`config.mk`:
```
export PLATFORM = sky130hd
export DESIGN_NAME = i2c_bus_unstick
export DESIGN_NICKNAME = d
export VERILOG_FILES = /design/src/rtl/i2cu_pkg.sv /design/src/rtl/i2cu_sync.sv /design/src/rtl/i2cu_timer.sv /design/src/rtl/i2cu_count.sv /design/src/rtl/i2c_bus_unstick.sv
export SDC_FILE = /design/constraint.sdc
export NUM_CORES = 1
export LEC_CHECK = 0
export BUFFER_PORTS_ARGS = -buffer_cell sky130_fd_sc_hd__buf_2
export CAP_MARGIN = 20
export CORE_MARGIN = 2
export CORE_UTILIZATION = 48
export CTS_BUF_LIST = sky130_fd_sc_hd__clkbuf_8
export DETAILED_ROUTE_END_ITERATION = 12
export PLACE_DENSITY = 0.67
export SKIP_LAST_GASP = 1
export SLEW_MARGIN = 30
export SYNTH_ARGS = -nofsm -noshare
export SYNTH_HDL_FRONTEND = slang
export SYNTH_HIERARCHICAL = 1
export SYNTH_SLANG_ARGS = --single-unit
```
`constraint.sdc`:
```
create_clock -name clk -period 4.1 [get_ports clk]
set_clock_uncertainty 0.05 [all_clocks]
set_input_delay 0.82 -clock clk [delete_from_list [all_inputs] [get_ports clk]]
set_output_delay 0.82 -clock clk [all_outputs]
set_load 0.02 [all_outputs]
```
`src/rtl/i2cu_pkg.sv`:
```
package i2cu_pkg;
  typedef enum logic [3:0] {
    ST_IDLE,
    ST_POLL,
    ST_GAP,
    ST_SETTLE,
    ST_CHECK,
    ST_LOW,
    ST_HIGH,
    ST_START,
    ST_STOP,
    ST_UNRST,
    ST_FIN
  } rec_state_e;
endpackage

```
`src/rtl/i2cu_sync.sv`:
```
module i2cu_sync #(
  parameter int WIDTH  = 2,
  parameter int STAGES = 2
) (
  input  logic             clk,
  input  logic             rst_n,
  input  logic [WIDTH-1:0] d,
  output logic [WIDTH-1:0] q
);
  logic [WIDTH-1:0] chain [STAGES];

  for (genvar s = 0; s < STAGES; s++) begin : g_stage
    always_ff @(posedge clk or negedge rst_n) begin
      if (!rst_n) chain[s] <= '1;
      else if (s == 0) chain[s] <= d;
      else chain[s] <= chain[(s == 0) ? 0 : s-1];
    end
  end

  assign q = chain[STAGES-1];
endmodule

```
`src/rtl/i2cu_timer.sv`:
```
module i2cu_timer #(
  parameter int W = 16
) (
  input  logic         clk,
  input  logic         rst_n,
  input  logic         clear,
  input  logic [W-1:0] len,
  output logic         hit
);
  logic [W-1:0] cnt;

  always_ff @(posedge clk or negedge rst_n) begin
    if (!rst_n) cnt <= '0;
    else if (clear) cnt <= '0;
    else cnt <= cnt + W'(1);
  end

  assign hit = (cnt == len - W'(1));
endmodule

```
`src/rtl/i2cu_count.sv`:
```
module i2cu_count #(
  parameter int W = 4
) (
  input  logic         clk,
  input  logic         rst_n,
  input  logic         clear,
  input  logic         inc,
  output logic [W-1:0] value
);
  always_ff @(posedge clk or negedge rst_n) begin
    if (!rst_n) value <= '0;
    else if (clear) value <= '0;
    else if (inc) value <= value + W'(1);
  end
endmodule

```
`src/rtl/i2c_bus_unstick.sv`:
```
module i2c_bus_unstick
  import i2cu_pkg::*;
#(
  parameter int CLK_PER_US  = 50,
  parameter int HALF_US     = 100,
  parameter int HOLD_US     = 1000,
  parameter int GAP_US      = 500,
  parameter int POLL_LIMIT  = 100,
  parameter int PULSE_LIMIT = 10,
  parameter int SYNC_STAGES = 2
) (
  input  logic clk,
  input  logic rst_n,
  input  logic start_req,
  input  logic xfer_pending,
  input  logic scl_in,
  input  logic sda_in,
  output logic scl_oe,
  output logic sda_oe,
  output logic ctl_srst,
  output logic done,
  output logic stuck
);
  localparam int HALF_CYC = HALF_US * CLK_PER_US;
  localparam int HOLD_CYC = HOLD_US * CLK_PER_US;
  localparam int GAP_CYC  = GAP_US * CLK_PER_US;
  localparam int MAX_CYC  = (HOLD_CYC > GAP_CYC) ?
                            ((HOLD_CYC > HALF_CYC) ? HOLD_CYC : HALF_CYC) :
                            ((GAP_CYC > HALF_CYC) ? GAP_CYC : HALF_CYC);
  localparam int TW = $clog2(MAX_CYC + 1) + 1;
  localparam int PW = $clog2(POLL_LIMIT + 1) + 1;
  localparam int AW = $clog2(PULSE_LIMIT + 1) + 1;

  rec_state_e state_q, state_d;
  logic [1:0]    lines_s;
  logic          lines_ok;
  logic [TW-1:0] tmr_len;
  logic          tmr_hit, tmr_clear;
  logic [PW-1:0] poll_cnt;
  logic [AW-1:0] att_cnt;
  logic          poll_inc, att_inc, run_clear;
  logic          stuck_q;

  i2cu_sync #(.WIDTH(2), .STAGES(SYNC_STAGES)) u_sync (
    .clk(clk), .rst_n(rst_n), .d({scl_in, sda_in}), .q(lines_s)
  );
  assign lines_ok = &lines_s;

  i2cu_timer #(.W(TW)) u_timer (
    .clk(clk), .rst_n(rst_n), .clear(tmr_clear), .len(tmr_len), .hit(tmr_hit)
  );

  i2cu_count #(.W(PW)) u_polls (
    .clk(clk), .rst_n(rst_n), .clear(run_clear), .inc(poll_inc), .value(poll_cnt)
  );

  i2cu_count #(.W(AW)) u_attempts (
    .clk(clk), .rst_n(rst_n), .clear(run_clear), .inc(att_inc), .value(att_cnt)
  );

  always_comb begin
    case (state_q)
      ST_GAP:                       tmr_len = TW'(GAP_CYC);
      ST_SETTLE, ST_LOW, ST_HIGH:   tmr_len = TW'(HALF_CYC);
      ST_START, ST_STOP, ST_UNRST:  tmr_len = TW'(HOLD_CYC);
      default:                      tmr_len = TW'(1);
    endcase
  end

  always_comb begin
    state_d = state_q;
    unique case (state_q)
      ST_IDLE:   if (start_req) state_d = ST_POLL;
      ST_POLL:   if (!xfer_pending || poll_cnt == PW'(POLL_LIMIT)) state_d = ST_SETTLE;
                 else state_d = ST_GAP;
      ST_GAP:    if (tmr_hit) state_d = ST_POLL;
      ST_SETTLE: if (tmr_hit) state_d = ST_CHECK;
      ST_CHECK:  if (lines_ok || att_cnt == AW'(PULSE_LIMIT)) state_d = ST_START;
                 else state_d = ST_LOW;
      ST_LOW:    if (tmr_hit) state_d = ST_HIGH;
      ST_HIGH:   if (tmr_hit) state_d = ST_CHECK;
      ST_START:  if (tmr_hit) state_d = ST_STOP;
      ST_STOP:   if (tmr_hit) state_d = ST_UNRST;
      ST_UNRST:  if (tmr_hit) state_d = ST_FIN;
      ST_FIN:    state_d = ST_IDLE;
      default:   state_d = ST_IDLE;
    endcase
  end

  assign tmr_clear = (state_d != state_q);
  assign run_clear = (state_q == ST_IDLE);
  assign poll_inc  = (state_q == ST_POLL) && (state_d == ST_GAP);
  assign att_inc   = (state_q == ST_CHECK) && (state_d == ST_LOW);

  always_ff @(posedge clk or negedge rst_n) begin
    if (!rst_n) begin
      state_q <= ST_IDLE;
      stuck_q <= 1'b0;
    end else begin
      state_q <= state_d;
      if (state_q == ST_IDLE && start_req)
        stuck_q <= 1'b0;
      else if (state_q == ST_CHECK && !lines_ok && att_cnt == AW'(PULSE_LIMIT))
        stuck_q <= 1'b1;
    end
  end

  assign scl_oe   = (state_q == ST_LOW);
  assign sda_oe   = (state_q == ST_START);
  assign ctl_srst = (state_q == ST_SETTLE) || (state_q == ST_CHECK) ||
                    (state_q == ST_LOW)    || (state_q == ST_HIGH)  ||
                    (state_q == ST_START)  || (state_q == ST_STOP);
  assign done     = (state_q == ST_FIN);
  assign stuck    = stuck_q;
endmodule

```
Yosys cells after proc, flatten, opt, wreduce, memory -nomap -nowiden
Cells that the tools add are included.
{"block": "classes", "add_sub_neg": 4, "n_eq_ne": 16, "n_reduce_logical": 22, "n_mux": 18}
{"op": "16-bit case mux with 3 select lines", "n": 1}
{"op": "4-bit case mux with 9 select lines", "n": 1}
{"op": "4-bit two-way mux", "n": 7}
{"op": "4-bit by 3-bit equality test with 1-bit output, second input constant", "n": 5}
{"op": "17-bit by 1-bit adder with 17-bit output, second input constant", "n": 1}
{"op": "17-bit equality test", "n": 1}
{"op": "17-bit two-way mux", "n": 1}
{"op": "16-bit by 1-bit subtractor with 17-bit output, second input constant", "n": 1}
{"op": "8-bit two-way mux", "n": 2}
{"op": "4-bit by 2-bit equality test with 1-bit output, second input constant", "n": 3}
{"op": "4-bit equality test, second input constant", "n": 3}
{"op": "5-bit two-way mux", "n": 2}
{"op": "8-bit by 1-bit adder with 8-bit output, second input constant", "n": 1}
{"op": "8-bit by 7-bit equality test with 1-bit output, second input constant", "n": 1}
{"op": "1-bit logical OR", "n": 7}
{"op": "2-bit nonzero test", "n": 3}
{"op": "3-bit OR reduction", "n": 2}
{"op": "5-bit by 1-bit adder with 5-bit output, second input constant", "n": 1}
{"op": "5-bit by 4-bit equality test with 1-bit output, second input constant", "n": 1}
{"op": "1-bit logical AND", "n": 5}
{"op": "4-bit by 1-bit equality test with 1-bit output, second input constant", "n": 1}
{"op": "4-bit zero test", "n": 1}
{"op": "4-bit inequality test", "n": 1}
{"op": "1-bit two-way mux", "n": 3}
{"op": "other kinds (4)", "n": 5}
{"block": "totals", "input_bits": 6, "wordCells": 67, "ff_bits": 39, "output_inout_bits": 5}

Depth between registers and ports, before layout
Gate-level depths: netlist of the first run.
{"block": "depth", "depth_word": 11, "depth_mapped": 21, "depth_no_buf": 16}

Modules after synthesis
Netlist of the first run, hierarchy kept.
{"mod": "i2cu_timer", "seq_area_each_um2": 425.4, "cells_each": 163, "area_each_um2": 1396.3, "n_inst": 1}
{"mod": "i2c_bus_unstick", "seq_area_each_um2": 125.1, "cells_each": 82, "area_each_um2": 594.3, "n_inst": 1}
{"mod": "i2cu_count at u_polls", "seq_area_each_um2": 200.2, "cells_each": 37, "area_each_um2": 396.6, "n_inst": 1}
{"mod": "i2cu_count at u_attempts", "seq_area_each_um2": 125.1, "cells_each": 22, "area_each_um2": 252.7, "n_inst": 1}
{"mod": "i2cu_sync", "seq_area_each_um2": 105.1, "cells_each": 6, "area_each_um2": 120.1, "n_inst": 1}

Least setup slack after synthesis of the first run
No wires, ideal clock.
{"block": "synth_path", "path_type": "register to register", "start": "register state_q[3]", "end": "register u_timer.cnt[10]", "n_path_buf": 4, "t_required_ns": 3.918, "synth_period_minus_slack_ns": 3.905, "arrival_ns": 3.723, "stages_incl_launch_ff": 17, "setup_time_ns": 0.132, "slack_ns": 0.195, "path_cell_list": "dfrtp_1 buf_4 nand2_1 o21ai_0 or4_4 nor4_1 xnor2_1 o2111a_1 o311ai_1 a2111oi_4 buf_2 nand2b_1 o31ai_1 a21oi_1 clkbuf_1 clkbuf_1 nor2_1"}
{"block": "synth_between", "elab_chain_cells": 9, "word_cells_on_any_way": 26, "classes_between": "add/sub: 1; eq/ne: 11; mux: 10; reduce/logical: 4"}
{"element": "start: declaration", "line": "i2c_bus_unstick.sv:34", "text": "rec_state_e state_q, state_d;"}
{"element": "start signal: assignment", "line": "i2c_bus_unstick.sv:100", "text": "state_q <= state_d;"}
{"element": "4-bit by 3-bit equality test with 1-bit output, or another cell as far along", "line": "i2c_bus_unstick.sv:62", "text": "case (state_q)"}
{"element": "3-bit OR reduction", "line": "i2c_bus_unstick.sv:62"}
{"element": "16-bit case mux with 3 select lines (*)", "line": "i2c_bus_unstick.sv:62"}
{"element": "net tmr_len[15]", "line": "i2c_bus_unstick.sv:37", "text": "logic [TW-1:0] tmr_len;"}
{"element": "16-bit by 1-bit subtractor with 17-bit output (*)", "line": "i2cu_timer.sv:18", "text": "assign hit = (cnt == len - W'(1));"}
{"element": "17-bit equality test (*)", "line": "i2cu_timer.sv:18"}
{"element": "net tmr_hit", "line": "i2c_bus_unstick.sv:38", "text": "logic tmr_hit, tmr_clear;"}
{"element": "4-bit two-way mux, or another cell as far along", "line": "i2c_bus_unstick.sv:84", "text": "ST_UNRST: if (tmr_hit) state_d = ST_FIN;"}
{"element": "4-bit case mux with 9 select lines (*)", "line": "i2c_bus_unstick.sv:72", "text": "unique case (state_q)"}
{"element": "4-bit inequality test (*)", "line": "i2c_bus_unstick.sv:90", "text": "assign tmr_clear = (state_d != state_q);"}
{"element": "net tmr_clear", "line": "i2c_bus_unstick.sv:38"}
{"element": "17-bit two-way mux (*)", "line": "i2cu_timer.sv:14", "text": "else if (clear) cnt <= '0;"}
{"element": "end signal: assignment", "line": "i2cu_timer.sv:15", "text": "else cnt <= cnt + W'(1);"}
{"element": "end: declaration", "line": "i2cu_timer.sv:10", "text": "logic [W-1:0] cnt;"}
Mark *: on every way through the listed nets, which the timed path passes. The rest lies on a longest branch.
A chain may end at the register's enable or synchronous reset.

Final worst setup path of the first run
{"block": "layout_path", "start": "register state_q[2]", "end": "register u_timer.cnt[12]"}
Same word-level chain as after synthesis.

==> results.tsv, run 1 <==
stage	metric	value	unit
outcome	status	finished, final reports clean	
die	die_y	79.8	um
logic_synthesis	ys_warn_count	6	
logic_synthesis	synth-seq-cells	39	
detailed_routing	vias	2191	
final_layout	area_delta_synth_final	10.4	%
sta	maxSlewViolCount	0	
logic_synthesis	synth_edf_count	0	
setup_path	required	4.22	ns
setup_path	end_kind	flip-flop	
logic_synthesis	synthSimpleGateAreaFrac	27.7	%
detailed_routing	drt.antenna.violating_nets	0	
sta	hold_viol_final	0	
logic_synthesis	muxShareOfSynthArea	2.77	%
placement	gp_congestion	0.841	
global_route	antenna_found_initial	0	
power	p_leak	1.30	nW
logic_synthesis	syn-cell-area	2760	um2
logic_synthesis	syn_inst	310	
final_layout	final_cells	408	
detailed_routing	drt_iter0_markers	116	
logic_synthesis	synth-compound-area-share	12.4	%
detailed_routing	drt_first_pass_iters	4	
sta	finalCritPeriodShare	92.1	%
setup_path	r2r_setup_slack	0.32	ns
global_route	gr-usage-met1	27.0	%
logic_synthesis	synth_top_family_by_area	simple AND/OR/NAND/NOR gates	
power	clkPwrFrac	28.0	%
final_layout	fin_nets	345	
global_route	grt_use_met2	29.1	%
sta	tns	0	ns
cts	clockRootBuffer	clkbuf_8	
cts	htreeDepth	2	
power	p_comb_share	28.4	%
detailed_routing	drc	0	
die	io_pins	11	
die	die_x	79.8	um
global_route	grt_pass1_vias	2015	
logic_synthesis	synth_area_leaders	dfrtp_1, xnor2_1, xor2_1	
die	rows	27	
power	swShare	33.7	%
final_layout	insertedDiodeCount	0	
power	p_per_area	374	nW/um2
global_route	grt_use_total	18.8	%
power	max-vdd-ir-drop	0.178	mV
global_route	busiest_layer	met2	
setup_path	critical_path_class	reg2reg	
die	initial_core_util	49.8	%
power	power_switching	0.000385	W
global_route	grt_start_max_net_pins	40	
cts	ctsHoldBuffers	0	
die	die_area	6370	um2
setup_path	ff2ff_path_depth	14	
cts	cts_buffers	5	
final_layout	fillCellCount	523	
detailed_routing	routedWlPerCell	13.6	um
logic_synthesis	avgSynthCellArea	8.90	um2
setup_path	startpoint_type	flip-flop	
final_layout	regArea	981	um2
detailed_routing	routed_wl	5560	um
cts	clk_latency	0.29	ns
cts	ctsResizeCount	0	
job	drv_cap	0	
setup_path	crit_fanout	17	
power	power_frac_seq	43.6	%
sta	setup_viol	0	
logic_synthesis	synthFlopType	dfrtp_1	
global_route	grt_use_met3	3.39	%
sta	fmax	265	MHz
hold_path	min_path_type	reg2reg	
power	intPower	0.000756	W
setup_path	rr_endpoint	u_timer/cnt[12]	
hold_path	min_path_cells	0	
cts	tritoncts	done	
logic_synthesis	yosysTopAreaCellShare	31.7	%
global_route	grt-ovfl-total	0	
logic_synthesis	ys_seq_area_share	35.5	%
setup_path	cp_data_arrival_time	3.90	ns
placement	dp_cells	400	
logic_synthesis	synth.most_common_cell	nor2_1	
cts	cts_num_sinks	39	
cts	clk_transition_reported_paths	0.08	ns
global_route	grt_pass1_wl	9440	um
setup_path	worstReg2RegStart	state_q[2]	
logic_synthesis	synth.largest_area_cell	dfrtp_1	
hold_path	holdCritStartpoint	u_sync/chain[2]	
logic_synthesis	synth_xor_area_share	14.3	%
logic_synthesis	synth.distinct_cells	60	
die	coreArea	5540	um2
logic_synthesis	synth_commonest_cells	nor2_1, dfrtp_1, xnor2_1, nand2_1, xor2_1	
sta	min_period	3.78	ns
logic_synthesis	synthAdderAreaFrac	1.81	%
final_layout	layout-drive-gt1-share	15.2	%
placement	dp_hpwl	4050	um
final_layout	multi_input_area	1700	um2
logic_synthesis	async_flop_share	100	%
cts	clockBufferDepth	2	
cts	cts_setup_buffers	0	
detailed_routing	viasPerCell	5.37	
placement	io_buffers	10	
sta	grt_setup_unrepaired	no	
hold_path	holdPathEnd	u_sync/q[0]	
metrics by stage:
step / hold WS [ns] / util, % / worst slack, ns / instance area, um2 / power (W)
floorplan: 0.295 / - / 0.195 / 2820 / 0.000744
global placement: 0.296 / 52.9 / 0.417 / 2930 / 0.000816
detailed placement: 0.298 / 52.9 / 0.324 / 2930 / 0.000826
CTS: 0.310 / 54.9 / 0.298 / 3040 / 0.00115
global route: 0.318 / 55.0 / 0.0623 / 3050 / 0.00122
finish: 0.310 / 55.0 / 0.323 / 3050 / 0.00114
critical path: stages (launching register included):
cell,delay (ns)
dfrtp_1,0.51
nand2_2,0.13
or2_1,0.26
a21oi_2,0.28
nor2_1,0.16
or3_1,0.52
xnor2_1,0.17
nor4_1,0.36
o22ai_1,0.21
a2111oi_4,0.31
buf_4,0.21
nor3_1,0.06
a21oi_1,0.11
buf_4,0.23
nor2_1,0.07
worst max path at each step:
stage / startpoint / to / slack, ns / cells past startpoint
2_1_floorplan: state_q[3] / u_timer/cnt[10] / 0.20 / 16
3_3_place_gp: state_q[1] / u_timer/cnt[1] / 0.42 / 14
3_5_place_dp: state_q[1] / u_timer/cnt[11] / 0.32 / 14
4_1_cts: state_q[2] / u_timer/cnt[12] / 0.30 / 16
5_1_grt: state_q[1] / u_timer/cnt[12] / 0.06 / 17
6_report: state_q[2] / u_timer/cnt[12] / 0.32 / 14
cell usage in the layout (no fill, tap or decap), types with 2 or more instances in the layout:
cell,synthesis,routed
xor2_1,21,21
nor4b_1,2,2
a21oi_1,18,18
nand2_1,22,22
xnor2_1,24,24
ha_1,4,4
a21o_1,2,2
and2_1,2,2
nor2b_1,6,6
dfstp_2,4,4
nand2b_1,10,9
or4_4,2,2
or2_1,2,2
conb_1,1,16
buf_2,6,9
and3_1,3,3
nand4_1,6,6
a31oi_1,3,3
clkbuf_8,1,5
mux2i_1,5,5
nor4_1,9,8
inv_1,5,5
or3_1,5,5
nor2_2,2,2
nand3b_1,3,3
o21ai_1,4,5
nand3_1,14,14
nor3_1,9,9
o21ai_0,5,4
nor2_1,36,36
buf_4,6,14
dfrtp_1,35,35
area by class of cell:
cell class,count,area share (%)
flip-flops and latches,39,32.2
well taps,72,2.96
inverters,5,0.616
clock inverters,3,1.44
clock buffers,5,2.26
multi-input cells,261,55.6
repair buffers,23,4.93
registers in the layout, indices dropped and copies added (netlist names):
register          cells
u_sync/q              2
u_sync/chain          2
u_polls/value         8
u_timer/cnt          17
stuck                 1
u_attempts/value      5
state_q               4
power by group through the flow:
stage	combinational [W]	clock [W]	sequential, W
4_1_cts	0.000323	0.000335	0.000496
2_1_floorplan	0.000268	0	0.000476
5_1_grt	0.000364	0.000349	0.000506
3_5_place_dp	0.000323	0	0.000503
6_report	0.000324	0.000319	0.000498
3_3_place_gp	0.000316	0	0.000500
per-layer routing:
| layer | share of wire (%) | vias to the layer above |
|---|---|---|
| li1 | - | 1113 |
| met4 | 0.54 | 0 |
| met1 | 51 | 1050 |
| met3 | 2.3 | 2 |
| met2 | 47 | 26 |
| met5 | 0 | - |
kinds of logic (layout without fill, tap and decap cells):
| logic type | after synthesis | count (layout) |
|---|---|---|
| multiplexers | 7 | 7 |
| other | 1 | 16 |
| buffers and inverters | 25 | 36 |
| flip-flops | 39 | 39 |
| XOR/XNOR | 45 | 45 |
| AND/OR/NAND/NOR | 141 | 141 |
| AO/OA/AOI/OAI | 48 | 48 |
| adder cells (fa/ha/maj) | 4 | 4 |
(Power assumes the default switching activity.)
==> inputs of run 2 (changes only) <==
Settings changed: CORE_MARGIN 2 to not set, REMOVE_ABC_BUFFERS set to 1.
==> run 2 against run 1 <==
Against the previous run:
- setup slack gained 0.016 ns
- worst hold slack about the same
- via count is 2.5% lower
- combinational power barely moved
- flip-flop and latch count stayed put
- final area is 0.37% lower
==> results.tsv, run 2 (synthesized netlist as in run 1, its figures left out) <==
stage	metric	value	unit	change
global_route	grt_start_max_net_pins	40		unchanged
outcome	status	finished, final reports clean		unchanged
sta	hold_viol_final	0		unchanged
power	intPower	0.000709	W	was 0.000756 W
setup_path	path_common_cell	buf_4		
detailed_routing	drc	0		unchanged
placement	io_buffers	10		unchanged
detailed_routing	routedWlPerCell	12.8	um	was 13.6 um
sta	fmax	266	MHz	was 265 MHz
die	die_area	6060	um2	was 6370 um2
cts	htreeDepth	2		unchanged
setup_path	startpoint_type	flip-flop		unchanged
power	power	0.00108	W	was 0.00114 W
setup_path	slowest_delay	0.57	ns	was 0.52 ns
die	coreArea	5540	um2	unchanged
die	rows	27		unchanged
power	clkPwrFrac	23.6	%	was 28.0%
sta	min_period	3.76	ns	was 3.78 ns
setup_path	path_depth	15		was 14
die	io_pins	11		unchanged
setup_path	cp_data_arrival_time	3.88	ns	was 3.90 ns
setup_path	end_kind	flip-flop		unchanged
sta	setup_viol	0		unchanged
global_route	grt_pass1_wl	9230	um	was 9440 um
global_route	grt-ovfl-total	0		unchanged
final_layout	fin_area	3040	um2	was 3050 um2
cts	clockRootBuffer	clkbuf_8		unchanged
job	drv_cap	0		unchanged
setup_path	crit_slowest_cell	or4_4		was or3_1
die	initial_core_util	49.8	%	unchanged
sta	tns	0	ns	unchanged
die	die_y	77.8	um	was 79.8 um
sta	fin_hold_ws	0.310	ns	about the same
power	p_leak	1.30	nW	about the same
hold_path	min_path_type	reg2reg		unchanged
detailed_routing	routed_wl	5210	um	was 5560 um
placement	placed_cell_area	2940	um2	was 2930 um2
setup_path	critical_path_class	reg2reg		unchanged
sta	maxSlewViolCount	0		unchanged
power	max-vdd-ir-drop	0.221	mV	was 0.178 mV
detailed_routing	drt_iter0_markers	64		was 116
setup_path	critPathTopFamily	simple AND/OR/NAND/NOR gates		unchanged
sta	tightest_slew	0.573	ns	
placement	gp_congestion	0.810		was 0.841
global_route	grt_pass1_vias	2010		was 2015
final_layout	regMostFlops	u_timer/cnt		unchanged
power	power_switching	0.000367	W	was 0.000385 W
final_layout	area_delta_synth_final	10.0	%	was 10.4%
cts	clk_latency	0.29	ns	about the same
power	swShare	34.1	%	was 33.7%
global_route	grt_use_total	19.4	%	was 18.8%
cts	clk_transition_reported_paths	0.08	ns	about the same
sta	grt_setup_unrepaired	no		unchanged
power	p_per_area	354	nW/um2	was 374 nW/um2
cts	cts_buffers	5		unchanged
final_layout	layout_common_cells	nor2_1, dfrtp_1, xnor2_1, nand2_1, xor2_1		unchanged
setup_path	path_buf_inv	3		was 2
global_route	antenna_found_initial	0		unchanged
detailed_routing	drt_first_pass_iters	4		unchanged
detailed_routing	vias	2136		was 2191
final_layout	insertedDiodeCount	0		unchanged
sta	finalCritPeriodShare	91.7	%	was 92.1%
cts	cts_num_sinks	39		unchanged
setup_path	ff2ff_path_depth	15		was 14
final_layout	layout-drive-gt1-share	15.5	%	was 15.2%
setup_path	path_cells	buf_4 > nand2_1 > o21ai_1 > or2_1 > or4_4 > nor4_1 > xnor2_1 > o2111a_1 > o311ai_1 > a2111oi_4 > buf_4 > nor3_1 > a21oi_1 > buf_4 > nor2_1		was nand2_2 > or2_1 > a21oi_2 > nor2_1 > or3_1 > xnor2_1 > nor4_1 > o22ai_1 > a2111oi_4 > buf_4 > nor3_1 > a21oi_1 > buf_4 > nor2_1
sta	relSlewSlack	61.5	%	
setup_path	crit_fanout	20		was 17
power	power_frac_seq	46.2	%	was 43.6%
detailed_routing	drt.antenna.violating_nets	0		unchanged
cts	tritoncts	done		unchanged
final_layout	fin_nets	346		was 345
die	die_x	77.8	um	was 79.8 um
placement	dp_hpwl	3850	um	was 4050 um
setup_path	required	4.22	ns	about the same
power	p_comb_share	30.2	%	was 28.4%
final_layout	largest_reg_flops	17		unchanged
hold_path	min_path_cells	0		unchanged
cts	clockBufferDepth	2		unchanged
detailed_routing	viasPerCell	5.24		was 5.37
final_layout	reg.largest.list	u_timer/cnt (17), u_polls/value (8), u_attempts/value (5)		unchanged
run 2: final cells by class:
type	count	area [um2]
clock buffers	6	82.6
fillers	516	2500
well taps	72	90.1
clock inverters	1	5.00
multi-input cells	261	1700
inverters	5	18.8
flip-flops and latches	39	981
repair buffers	24	158
run 2: repair_timing:
| item | 4_1_cts | 5_1_grt |
|---|---|---|
| buffers inserted | 0 | 0 |
| endpoints found under the setup margin | 0 | 17 |
| hold buffers | 0 | 0 |
| gates resized for setup | 0 | 3 |
run 2: stage by stage:
| stage | utilization [%] | worst slack, ns | std cells |
|---|---|---|---|
| 2_1_floorplan | - | -0.183 | 305 |
| 3_3_place_gp | 53.0 | 0.369 | 401 |
| 3_5_place_dp | 53.0 | 0.336 | 401 |
| 4_1_cts | 54.6 | 0.304 | 408 |
| 5_1_grt | 54.8 | 0.00854 | 408 |
| 6_report | 54.8 | 0.339 | 408 |
run 2: metal layers:
| layer | up-vias | global-route usage [%] | wire, um |
|---|---|---|---|
| met5 | - | 0 | 0 |
| met4 | 0 | 7.17 | 51 |
| met3 | 4 | 3.88 | 127 |
| met2 | 27 | 30.8 | 2430 |
| met1 | 990 | 25.9 | 2600 |
| li1 | 1115 | - | - |
run 2: final timing paths:
kind / startpoint / to / slack, ns
setup / recovery: state_q[3] / u_timer/cnt[12] / 0.34
hold / removal: u_sync/chain[3] / u_sync/q[1] / 0.31
setup reg to reg: state_q[3] / u_timer/cnt[12] / 0.34
hold reg to reg: u_sync/chain[3] / u_sync/q[1] / 0.31
max in group asynchronous: rst_n / u_sync/chain[3] / 3.20
min in group asynchronous: rst_n / u_timer/cnt[4] / 0.44
run 2: power by group through the flow:
stage	Sequential (W)	Clock, W	Combinational [W]
6_report	0.000497	0.000254	0.000325
5_1_grt	0.000507	0.000283	0.000373
4_1_cts	0.000497	0.000266	0.000320
3_5_place_dp	0.000504	0	0.000319
3_3_place_gp	0.000505	0	0.000314
2_1_floorplan	0.000491	0	0.000244
==> inputs of run 3 (changes only) <==
Settings changed: CORE_MARGIN set to 4, SYNTH_HIERARCHICAL 1 to not set.
==> run 3 against run 2 <==
Against the previous run:
- register-to-register slack improved by 0.85 ns
- final area fell by 20%
- clock power rose by 4%
- synthesized area fell by 17%
- routed wire length fell by 13%
- sequential share of layout area rose by 7.9 points
- via count fell by 20%
- critical path depth fell by 9
- non-clock buffer count fell by 13
- cell count fell by 27%
- critical path type unchanged
- largest cell class unchanged
- highest routed layer unchanged
==> results.tsv, run 3 <==
stage	metric	value	unit	change
cts	clockRootBuffer	clkbuf_8		unchanged
global_route	grt_pass1_vias	1651		was 2010
sta	fin_hold_ws	0.306	ns	was 0.310 ns
final_layout	layout_commonest_cell	dfrtp_1		
detailed_routing	drt_iter0_markers	209		was 64
power	p_leak	1.05	nW	was 1.30 nW
global_route	antenna_found_initial	0		unchanged
placement	placed_cell_area	2350	um2	was 2940 um2
logic_synthesis	ys_seq_area_share	42.7	%	was 35.5%
final_layout	insertedDiodeCount	0		unchanged
cts	ctsResizeCount	0		unchanged
logic_synthesis	async_flop_share	100	%	unchanged
power	clkPwrFrac	38.7	%	was 23.6%
power	p_per_area	278	nW/um2	was 354 nW/um2
die	io_pins	11		unchanged
job	drv_cap	0		unchanged
final_layout	layout_common_cells	dfrtp_1, nor2_1, xor2_1, nand2_1, a21oi_1		was nor2_1, dfrtp_1, xnor2_1, nand2_1, xor2_1
setup_path	ff2ff_path_depth	6		was 15
sta	maxSlewViolCount	0		unchanged
die	initial_core_util	51.0	%	was 49.8%
logic_synthesis	synth.distinct_cells	55		was 60
final_layout	fin_area	2440	um2	was 3040 um2
power	power_switching	0.000150	W	was 0.000367 W
final_layout	fillCellCount	426		was 516
cts	clk_latency	0.29	ns	about the same
sta	hold_viol_final	0		unchanged
die	die_x	77.2	um	was 77.8 um
logic_synthesis	synth.largest_area_cell	dfrtp_1		unchanged
setup_path	r2r_setup_slack	1.19	ns	was 0.34 ns
detailed_routing	viasPerCell	5.79		was 5.24
setup_path	critical_path_class	reg2reg		unchanged
logic_synthesis	synthFlopType	dfrtp_1		unchanged
detailed_routing	drt_first_pass_iters	4		unchanged
sta	min_period	2.91	ns	was 3.76 ns
logic_synthesis	yosysTopAreaCellShare	38.1	%	was 31.7%
power	intPower	0.000529	W	was 0.000709 W
logic_synthesis	avgSynthCellArea	9.65	um2	was 8.90 um2
die	die_y	77.2	um	was 77.8 um
setup_path	required	4.19	ns	was 4.22 ns
placement	io_buffers	10		unchanged
sta	relSlewSlack	51.4	%	was 61.5%
cts	ctsHoldBuffers	0		unchanged
logic_synthesis	synth_edf_count	0		unchanged
logic_synthesis	syn_inst	238		was 310
global_route	grt_pass1_wl	7910	um	was 9230 um
cts	cts_setup_buffers	0		unchanged
cts	tritoncts	done		unchanged
setup_path	worstReg2RegStart	state_q[1]		was state_q[3]
hold_path	min_path_type	reg2reg		unchanged
sta	tns	0	ns	unchanged
setup_path	rr_endpoint	u_timer.cnt[14]		was u_timer/cnt[12]
power	p_comb_share	3.2	%	was 30.2%
power	power_frac_seq	58.1	%	was 46.2%
final_layout	multi_input_area	1220	um2	was 1700 um2
hold_path	holdPathEnd	u_sync.q[1]		was u_sync/q[1]
cts	cts_num_sinks	39		unchanged
global_route	grt-ovfl-total	0		unchanged
detailed_routing	vias	1713		was 2136
placement	dp_cells	289		was 401
logic_synthesis	synth_area_leaders	dfrtp_1, xor2_1, nor2_1		was dfrtp_1, xnor2_1, xor2_1
hold_path	min_path_cells	0		unchanged
detailed_routing	routedWlPerCell	15.3	um	was 12.8 um
die	coreArea	4500	um2	was 5540 um2
setup_path	cp_data_arrival_time	3.00	ns	was 3.88 ns
power	swShare	22.1	%	was 34.1%
logic_synthesis	synth-seq-cells	39		unchanged
sta	fmax	344	MHz	was 266 MHz
cts	htreeDepth	2		unchanged
detailed_routing	drt.antenna.violating_nets	0		unchanged
logic_synthesis	synth_commonest_cells	dfrtp_1, nor2_1, xor2_1, nand2_1, a21oi_1		was nor2_1, dfrtp_1, xnor2_1, nand2_1, xor2_1
sta	setup_viol	0		unchanged
setup_path	crit_fanout	21		was 20
final_layout	fin_nets	255		was 346
die	rows	24		was 27
final_layout	final_cells	296		was 408
global_route	grt_use_total	16.4	%	was 19.4%
final_layout	reg.largest.list	u_timer.cnt (17), u_polls.value (8), u_attempts.value (5)		was u_timer/cnt (17), u_polls/value (8), u_attempts/value (5)
outcome	status	finished, final reports clean		unchanged
power	power	0.000679	W	was 0.00108 W
global_route	grt_start_max_net_pins	40		unchanged
sta	tightest_slew	0.720	ns	was 0.573 ns
final_layout	layout-drive-gt1-share	12.7	%	was 15.5%
placement	gp_congestion	0.823		was 0.810
cts	cts_buffers	5		unchanged
final_layout	largest_reg_flops	17		unchanged
final_layout	area_delta_synth_final	6.27	%	was 10.0%
setup_path	end_kind	flip-flop		unchanged
cts	clockBufferDepth	2		unchanged
placement	dp_hpwl	3110	um	was 3850 um
cts	clk_transition_reported_paths	0.08	ns	about the same
final_layout	regArea	981	um2	unchanged
logic_synthesis	synth.most_common_cell	dfrtp_1		was nor2_1
detailed_routing	routed_wl	4540	um	was 5210 um
die	die_area	5950	um2	was 6060 um2
detailed_routing	drc	0		unchanged
hold_path	holdCritStartpoint	u_sync.chain[3]		was u_sync/chain[3]
sta	grt_setup_unrepaired	no		unchanged
logic_synthesis	ys_warn_count	0		was 6
power	max-vdd-ir-drop	0.171	mV	was 0.221 mV
logic_synthesis	syn-cell-area	2300	um2	was 2760 um2
final_layout	regMostFlops	u_timer.cnt		was u_timer/cnt
sta	finalCritPeriodShare	71.0	%	was 91.7%
setup_path	startpoint_type	flip-flop		unchanged
run 3: cell types whose count changed after synthesis, moves of 5 or more:
cell | before | now
xnor2_1 | 24 | 8
nand3_1 | 14 | 6
nor4_1 | 9 | 1
nand2_1 | 22 | 15
nor2_1 | 36 | 29
a21oi_1 | 18 | 12
nand2b_1 | 10 | 5
run 3: layout make-up:
type	instances	area share [%]
Clock inverter	1	0.205
Multi-Input combinational cell	181	50.2
Timing Repair Buffer	11	2.46
Sequential cell	39	40.2
Clock buffer	6	3.38
Tap cell	52	2.67
Inverter	6	0.923
run 3: worst max path at each step:
| stage | from | to | slack (ns) | cells past startpoint |
|---|---|---|---|---|
| 2_1_floorplan | state_q[1] | u_timer.cnt[14] | 1.66 | 6 |
| 3_3_place_gp | state_q[1] | u_timer.cnt[4] | 1.32 | 6 |
| 3_5_place_dp | state_q[1] | u_timer.cnt[14] | 1.23 | 6 |
| 4_1_cts | state_q[1] | u_timer.cnt[14] | 1.22 | 6 |
| 5_1_grt | state_q[1] | u_timer.cnt[9] | 1.02 | 6 |
| 6_report | state_q[1] | u_timer.cnt[14] | 1.19 | 6 |
run 3: critical path, stage by stage, from the launching register on:
cell and delay, ns:
dfrtp_1 0.79, or4b_1 0.57, mux2i_1 0.17, a2111oi_2 0.33, nand3_2 0.24, o22ai_4 0.51
nor3_1 0.11
run 3: power by group through the flow:
stage	sequential, W	clock [W]	combinational (W)
2_1_floorplan	0.000401	0	0.0000101
3_3_place_gp	0.000402	0	0.0000222
3_5_place_dp	0.000402	0	0.0000224
4_1_cts	0.000394	0.000272	0.0000225
5_1_grt	0.000395	0.000290	0.0000259
6_report	0.000394	0.000263	0.0000218
run 3: metrics by stage:
step / util (%) / setup WS (ns)
after global placement: 52.2 / 1.32
final: 54.2 / 1.19
after CTS: 54.1 / 1.22
after detailed placement: 52.2 / 1.23
after global routing: 54.2 / 1.02
after floorplan: - / 1.66
run 3: logic make-up (layout without fill, tap and decap cells):
logic type / Yosys count / in the layout / share of synthesized area [%]
and+or+nand+nor: 108 / 108 / 26.3
AOI/OAI and AO/OA: 40 / 40 / 13.5
DFF: 39 / 39 / 42.7
xor gates and xnor gates: 25 / 25 / 9.54
buffers and inverters: 18 / 24 / 3.98
adders and majority gates: 5 / 5 / 2.72
muxes: 3 / 3 / 1.31
run 3: layer usage:
layer | GRT usage, % | vias to the layer above | share of wire (%)
met3 | 4.10 | 4 | 3.0
met2 | 23.9 | 26 | 45
li1 | - | 859 | -
met4 | 5.34 | 0 | 1.0
met5 | 0 | - | 0
met1 | 23.8 | 824 | 51
